File: src/rtl/sid_pkg.sv
package sid_pkg;
    typedef enum logic [1:0] {
        SID_IDLE     = 2'd0,
        SID_RST_HIGH = 2'd1,
        SID_COUNTING = 2'd2,
        SID_DONE     = 2'd3
    } sid_state_e;
endpackage

File: src/rtl/sid_rst_filter.sv
module sid_rst_filter #(
    parameter int MIN_RST_HI = 2
) (
    input  logic sclk,
    input  logic por_n,
    input  logic bus_rst,
    output logic armed
);
    localparam int HW = $clog2(MIN_RST_HI + 1);

    logic [HW-1:0] hi_cnt;

    // consecutive high samples, saturating at the arming threshold
    always_ff @(posedge sclk or negedge por_n) begin
        if (!por_n) begin
            hi_cnt <= '0;
        end else if (!bus_rst) begin
            hi_cnt <= '0;
        end else if (hi_cnt != HW'(MIN_RST_HI)) begin
            hi_cnt <= hi_cnt + 1'b1;
        end
    end

    assign armed = (hi_cnt == HW'(MIN_RST_HI));
endmodule

File: src/rtl/sid_pos_counter.sv
module sid_pos_counter #(
    parameter int ID_W = 6
) (
    input  logic            sclk,
    input  logic            por_n,
    input  logic            load_one,
    input  logic            step,
    output logic [ID_W-1:0] cnt,
    output logic            at_max
);
    localparam logic [ID_W-1:0] ONE = ID_W'(1);

    always_ff @(posedge sclk or negedge por_n) begin
        if (!por_n) begin
            cnt <= '0;
        end else if (load_one) begin
            cnt <= ONE;
        end else if (step && !at_max) begin
            cnt <= cnt + ONE;
        end
    end

    assign at_max = (cnt == '1);
endmodule

File: src/rtl/sid_chain_enum.sv
module sid_chain_enum
    import sid_pkg::*;
#(
    parameter int ID_W       = 6,
    parameter int MIN_RST_HI = 2
) (
    input  logic            sclk,
    input  logic            por_n,
    input  logic            bus_rst,
    input  logic            sdi,
    output logic            sdo,
    output logic [ID_W-1:0] dev_id,
    output logic            id_valid
);
    sid_state_e      state, state_n;
    logic            armed;
    logic            cnt_load, cnt_step, at_max;
    logic [ID_W-1:0] cnt;
    logic            sdo_n, val_n;
    logic [ID_W-1:0] id_n;

    sid_rst_filter #(.MIN_RST_HI(MIN_RST_HI)) u_filt (
        .sclk    (sclk),
        .por_n   (por_n),
        .bus_rst (bus_rst),
        .armed   (armed)
    );

    sid_pos_counter #(.ID_W(ID_W)) u_cnt (
        .sclk     (sclk),
        .por_n    (por_n),
        .load_one (cnt_load),
        .step     (cnt_step),
        .cnt      (cnt),
        .at_max   (at_max)
    );

    // next state and next output values
    always_comb begin
        state_n  = state;
        sdo_n    = sdo;
        id_n     = dev_id;
        val_n    = id_valid;
        cnt_load = 1'b0;
        cnt_step = 1'b0;
        if (bus_rst) begin
            state_n = SID_RST_HIGH;
            sdo_n   = 1'b1;
            id_n    = '0;
            val_n   = 1'b0;
        end else begin
            unique case (state)
                SID_IDLE: begin
                    state_n = SID_IDLE;
                end
                SID_RST_HIGH: begin
                    if (!armed) begin
                        state_n = SID_IDLE;
                    end else if (!sdi) begin
                        state_n = SID_DONE;
                        sdo_n   = 1'b0;
                        id_n    = '0;
                        val_n   = 1'b1;
                    end else begin
                        state_n  = SID_COUNTING;
                        cnt_load = 1'b1;
                    end
                end
                SID_COUNTING: begin
                    if (!sdi) begin
                        state_n = SID_DONE;
                        sdo_n   = 1'b0;
                        id_n    = cnt;
                        val_n   = 1'b1;
                    end else if (at_max) begin
                        state_n = SID_DONE;
                        id_n    = cnt;
                        val_n   = 1'b0;
                    end else begin
                        cnt_step = 1'b1;
                    end
                end
                SID_DONE: begin
                    state_n = SID_DONE;
                end
                default: begin
                    state_n = SID_IDLE;
                end
            endcase
        end
    end

    // state register
    always_ff @(posedge sclk or negedge por_n) begin
        if (!por_n) begin
            state <= SID_IDLE;
        end else begin
            state <= state_n;
        end
    end

    // output registers
    always_ff @(posedge sclk or negedge por_n) begin
        if (!por_n) begin
            sdo      <= 1'b1;
            dev_id   <= '0;
            id_valid <= 1'b0;
        end else begin
            sdo      <= sdo_n;
            dev_id   <= id_n;
            id_valid <= val_n;
        end
    end
endmodule

File: config.mk
export PLATFORM = sky130hd
export DESIGN_NAME = sid_chain_enum
export DESIGN_NICKNAME = d
export VERILOG_FILES = /design/src/rtl/sid_pkg.sv /design/src/rtl/sid_rst_filter.sv /design/src/rtl/sid_pos_counter.sv /design/src/rtl/sid_chain_enum.sv
export SDC_FILE = /design/constraint.sdc
export NUM_CORES = 1
export LEC_CHECK = 0
export BUFFER_PORTS_ARGS = -buffer_cell sky130_fd_sc_hd__buf_2
export CORE_AREA = 2 2 45 47
export DETAILED_ROUTE_END_ITERATION = 7
export DIE_AREA = 0 0 47 49
export GPL_TIMING_DRIVEN = 0
export HOLD_SLACK_MARGIN = 0.15
export PLACE_DENSITY = 0.77
export SYNTH_ARGS = -nofsm -noshare
export SYNTH_HDL_FRONTEND = slang
export SYNTH_SLANG_ARGS = --single-unit
File: constraint.sdc
create_clock -name sclk -period 3.1 [get_ports sclk]
set_input_delay 0.62 -clock sclk [delete_from_list [all_inputs] [get_ports sclk]]
set_output_delay 0.62 -clock sclk [all_outputs]
set_load 0.01 [all_outputs]
Yosys cells after proc, flatten, opt, wreduce, memory -nomap -nowiden

Cells that the tools add are included.

Equality and inequality tests: 10
Add/sub/neg operators: 2
Multiplexer cells: 34
Reductions and logical operators: 7

Operators by type and width:

| kind                                                                  | count |
|---|---|
| 6-bit 2-to-1 mux                                                      | 7 |
| 1-bit 2-to-1 mux                                                      | 17 |
| 2-bit 2-to-1 mux                                                      | 6 |
| 6-bit case mux with 2 select lines                                    | 1 |
| 2-bit case mux with 4 select lines                                    | 1 |
| 6-bit by 1-bit adder with 6-bit output, second input constant         | 1 |
| 2-bit equality test, second input constant                            | 3 |
| 6-bit equality test, second input constant                            | 1 |
| 3-bit != test, second input constant                                  | 2 |
| 4-bit by 3-bit != test with 1-bit output, second input constant       | 1 |
| 1-bit case mux with 2 select lines                                    | 2 |
| 4-bit AND reduction                                                   | 1 |
| 3-bit nonzero test                                                    | 1 |
| 2-bit by 1-bit adder with 2-bit output, second input constant         | 1 |
| 2-bit by 1-bit equality test with 1-bit output, second input constant | 1 |
| 2-bit zero test                                                       | 1 |
| 2-bit by 1-bit != test with 1-bit output, second input constant       | 1 |
| 2-bit != test, second input constant                                  | 1 |
| 2-bit AND reduction                                                   | 1 |
| 2-bit nonzero test                                                    | 1 |
| 1-bit logical AND                                                     | 1 |
| 1-bit zero test                                                       | 1 |

Output and inout bits: 8
Input port bits: 4
Flip-flop bits (word level): 18
Word-level logic and storage cells: 59

Depth between registers and ports, before layout

Depth after elaboration: 8
Depth in mapped cells: 6

Modules after synthesis

A second synthesis with hierarchy kept.

Cells, all modules: 86
Area, all modules: 913.4 µm²

By module, submodules not included:

| module          | cells an instance | area each (µm²) | times used |
|---|---|---|---|
| sid_chain_enum  | 39                | 450.4           | 1 |
| sid_pos_counter | 38                | 360.3           | 1 |
| sid_rst_filter  | 9                 | 102.6           | 1 |

Worst setup path after synthesis

OpenSTA, ideal clock, no wires.

Path type: input -> register
Start point: input bus_rst
End point: register u_cnt.cnt[4]
Path slack: 1.610 ns
Arrival time: 1.358 ns
Library setup time: 0.132 ns
Stages on the path: 4
Cell sequence: and4bb_1 buf_2 nor4bb_1 a211oi_1

Word-level cells in the longest chain between the ends: 3
Elaborated cells between the ends (all ways): 5
Classes of those cells: 3 x mux; 2 x reduce/logical

Ends and longest elaborated chain:

| element                      | line                  | RTL |
|---|---|---|
| start, declared              | sid_chain_enum.sv:9   | `input logic bus_rst,` |
| 1-bit 2-to-1 mux             | sid_chain_enum.sv:46  | `if (bus_rst) begin` |
| 1-bit logical AND            | sid_pos_counter.sv:18 | `end else if (step && !at_max) begin` |
| 2-bit nonzero test (no line) | --                    |  |
| end signal, assigned         | sid_pos_counter.sv:19 | `cnt <= cnt + ONE;` |
| end, declared                | sid_pos_counter.sv:8  | `output logic [ID_W-1:0] cnt,` |

Parallel ways exist; a longest one is shown, timed or not.
A chain may end at the register's enable or synchronous reset.

Worst setup path after layout

Start point: register u_filt.hi_cnt[0]
End point: register dev_id[3]

Word-level cells in the longest chain between the ends: 3

Ends and longest elaborated chain:

| element                       | line                  | RTL |
|---|---|---|
| start, declared               | sid_rst_filter.sv:11  | `logic [HW-1:0] hi_cnt;` |
| start signal, assigned        | sid_rst_filter.sv:20  | `hi_cnt <= hi_cnt + 1'b1;` |
| 2-bit equality test           | sid_rst_filter.sv:24  | `assign armed = (hi_cnt == HW'(MIN_RST_HI));` |
| 3-bit != test (no line)       | --                    |  |
| 4-bit AND reduction (no line) | --                    |  |
| end signal, assigned          | sid_chain_enum.sv:110 | `dev_id <= id_n;` |
| end, declared                 | sid_chain_enum.sv:12  | `output logic [ID_W-1:0] dev_id,` |

No other way between the ends.

==> reports/results.ini <==
[logic_synthesis]
ys_ff_latch = 18
syn_inst = 96
avgSynthCellArea_um2 = 10.5
synth_warnings = 0
synth_fp_nets = 102
yosysUniqueCellTypes = 36
ys_seq_area_share_pct = 44.8
synthesis.area_um2 = 1010

[run]
drv_cap = 0

[timing]
period_minus_slack_ns = 1.60
slew-limit-headroom_pct = 73.5
drv_slew = 0
hold_slack_ns = 0.224
post-route-period-util_pct = 51.6
finalSetupTns_ns = 0
tightest_slew_ns = 0.398
fmax_mhz = 625
fin_worst_skew_ns = 0.00475
finalHoldViolCount = 0
setup_viol = 0
rsz0062_at_grt = false

[global_route]
grt_antenna_before_repair = 0
use_met1_pct = 28.5
track_usage_pct = 21.4
met2_usage_pct = 32.9
grt_busiest_layer = met2
grt_pass1_wl_um = 3620
grt_start_max_net_pins = 19
grt-ovfl-total = 0
grt_pass1_vias = 812
use_met3_pct = 4.81

[floorplan]
num_io_pins = 12
row_count = 16
die_h_um = 49
initial_core_util_pct = 54.8
die_area_um2 = 2300
core_area_um2 = 1840
dieWidth_um = 47

[setup_path]
crit_fanout = 8
critPathLaunchType = flip-flop
path_class = flip-flop to flip-flop
crit_chain = inv_1, ha_1, clkbuf_1, nand4bb_1, nand3b_1, mux2i_1
critPathMaxStageDelay_ns = 0.42
cp.required_ns = 3.29
crit_path_end_kind = flip-flop
crit_slowest_cell = dfrtp_1
arrival_ns = 1.79
r2r_slack_ns = 1.50

[clock_tree]
cts_tree = yes
clkTransAtPathRegs_ns = 0.11
cts_root_buf = clkbuf_4
post_cts_buffers = 0
cts.sinks = 18
ctsLongestPathBuffers = 2
cts_hold_buf = 0
cts_max_level = 1
clk-insertion-delay-late_ns = 0.30
post_cts_resized = 0
cts_buffers = 3

[drt]
post_drt_wl_per_cell_um = 14.3
finalWirelength_um = 1970
vias_per_cell = 5.73
via_count = 791
dr.pass1.iters = 4
antenna_left = 0
dr.first_iter.drc_count = 29
drc = 0

[power_and_ir_drop]
p_seq_share_pct = 49.9
pwr-share-clk_pct = 24.2
p_sw_mw = 0.194
sw_frac_of_total_pct = 31.6
pwr-share-comb_pct = 25.9
p_int_mw = 0.422
vdd_ir_drop_max_v = 0.000322
power_density_nw_per_um2 = 544
p_leak_nw = 0.532

[cells_and_area]
layout.cells.non_filler = 138
nNetsFinal = 118
antennaDiodeCount = 0
nFillCells = 167
drive_gt1_share_pct = 21.6
area_growth_pct = 12.4
fin_area_um2 = 1130

[min_path]
worstHoldPathType = input port to asynchronous set/reset pin

[placed_design]
hpwl_um = 1400
io_buffers = 11
gp_congestion = 0.861
placed_area_um2 = 1100
dp.cells = 134

[run_status]
status = complete, no violations

-- sequential cells by signal, indices dropped and copies added, names as in the netlist --
register,flops
state,2
u_filt.hi_cnt,2
u_cnt.cnt,6
sdo,1
id_valid,1
dev_id,6
-- critical path: cells and delay by family (launching register included) --
kind          cells  cell delay [ns]
flops             1             0.42
fa+ha+maj         1             0.13
simple gates      2             0.53
mux               1             0.08
buf+inv           2             0.34
-- power groups by stage --
stage / registers, mW / logic, mW / clock network (mW)
after global routing: 0.314 / 0.185 / 0.163
final: 0.308 / 0.160 / 0.149
after floorplan: 0.304 / 0.121 / 0
after CTS: 0.306 / 0.161 / 0.148
after detailed placement: 0.311 / 0.161 / 0
after global placement: 0.308 / 0.154 / 0
-- layer usage --
layer	share of wire, %	routed length, um
met1	48	941
met2	46	908
met3	3.5	69
met4	2.7	53
met5	0	0
-- per-stage QoR --
stage          worst slack [ns]  total power, mW  util (%)
2_1_floorplan              1.61            0.426         -
3_3_place_gp               1.43            0.463      59.6
3_5_place_dp               1.35            0.472      59.6
4_1_cts                    1.49            0.615      61.5
5_1_grt                    1.36            0.661      61.5
6_report                   1.50            0.616      61.5
-- path summary, 6_finish.rpt --
kind                             startpoint          endpoint  cells after the start
setup / recovery           u_filt.hi_cnt[0]         dev_id[3]                      6
hold / removal                        por_n  u_filt.hi_cnt[0]                      1
setup reg to reg           u_filt.hi_cnt[0]         dev_id[3]                      6
hold reg to reg                         sdo               sdo                      1
max in group asynchronous             por_n               sdo                      1
min in group sclk                       sdo               sdo                      1
-- cell usage after synthesis, drive strengths merged --
cell	number	area, um2
a311oi	1	8.76
a211oi	2	15.0
and4bb	1	12.5
o21ai	9	45.0
clkbuf	3	11.3
a221o	1	11.3
a21oi	2	10.0
o21a	1	7.51
o211ai	2	15.0
or3b	1	8.76
dfrtp	17	425
and4b	1	10.0
xnor2	1	8.76
nand2b	8	50.1
buf	4	32.5
nand4	1	6.26
nand2	3	11.3
dfstp	1	26.3
ha	2	25.0
mux2i	7	70.1
mux2	1	11.3
a21o	3	23.8
nor4bb	1	10.0
nor3b	1	7.51
nor2	2	7.51
inv	3	11.3
and2	2	12.5
nand4bb	1	11.3
nand3b	7	52.6
nand3	2	10.0
and3	1	6.26
a41oi	2	17.5
o31a	1	10.0
a31oi	1	6.26
-- placed cells by master, fill, tap and decap left out, types with 2 or more instances in the layout --
cell type   n
nand2b_1    8
a21oi_1     2
clkbuf_1    3
buf_2      13
inv_1       3
a211oi_1    2
nand3_1     2
dfrtp_1    17
nor2_1      2
a41oi_1     2
buf_6       2
nand2_1     3
o211ai_1    2
and2_1      2
clkbuf_4    3
nand3b_1    7
o21ai_0     9
ha_1        2
a21o_1      2
mux2i_1     7
-- cell families after synthesis --
logic type / count (synthesis) / synth area share, %
compound gates: 25 / 16.9
xor+xnor: 1 / 0.869
fa+ha+maj: 2 / 2.48
buf+inv: 10 / 5.46
flops: 18 / 44.8
mux: 8 / 8.06
simple gates: 32 / 21.5
-- area by class of cell --
| class | count | area (um2) | area share, % |
|---|---|---|---|
| plain buffers | 7 | 43.8 | 3.86 |
| clock buffers | 4 | 36.3 | 3.20 |
| inverters | 3 | 11.3 | 0.993 |
| multi-input cells | 68 | 502 | 44.3 |
| flip-flops and latches | 18 | 452 | 39.8 |
| well taps | 27 | 33.8 | 2.98 |
| repair buffers | 11 | 55.1 | 4.86 |
No activity file was read; power rests on OpenSTA's default activity.
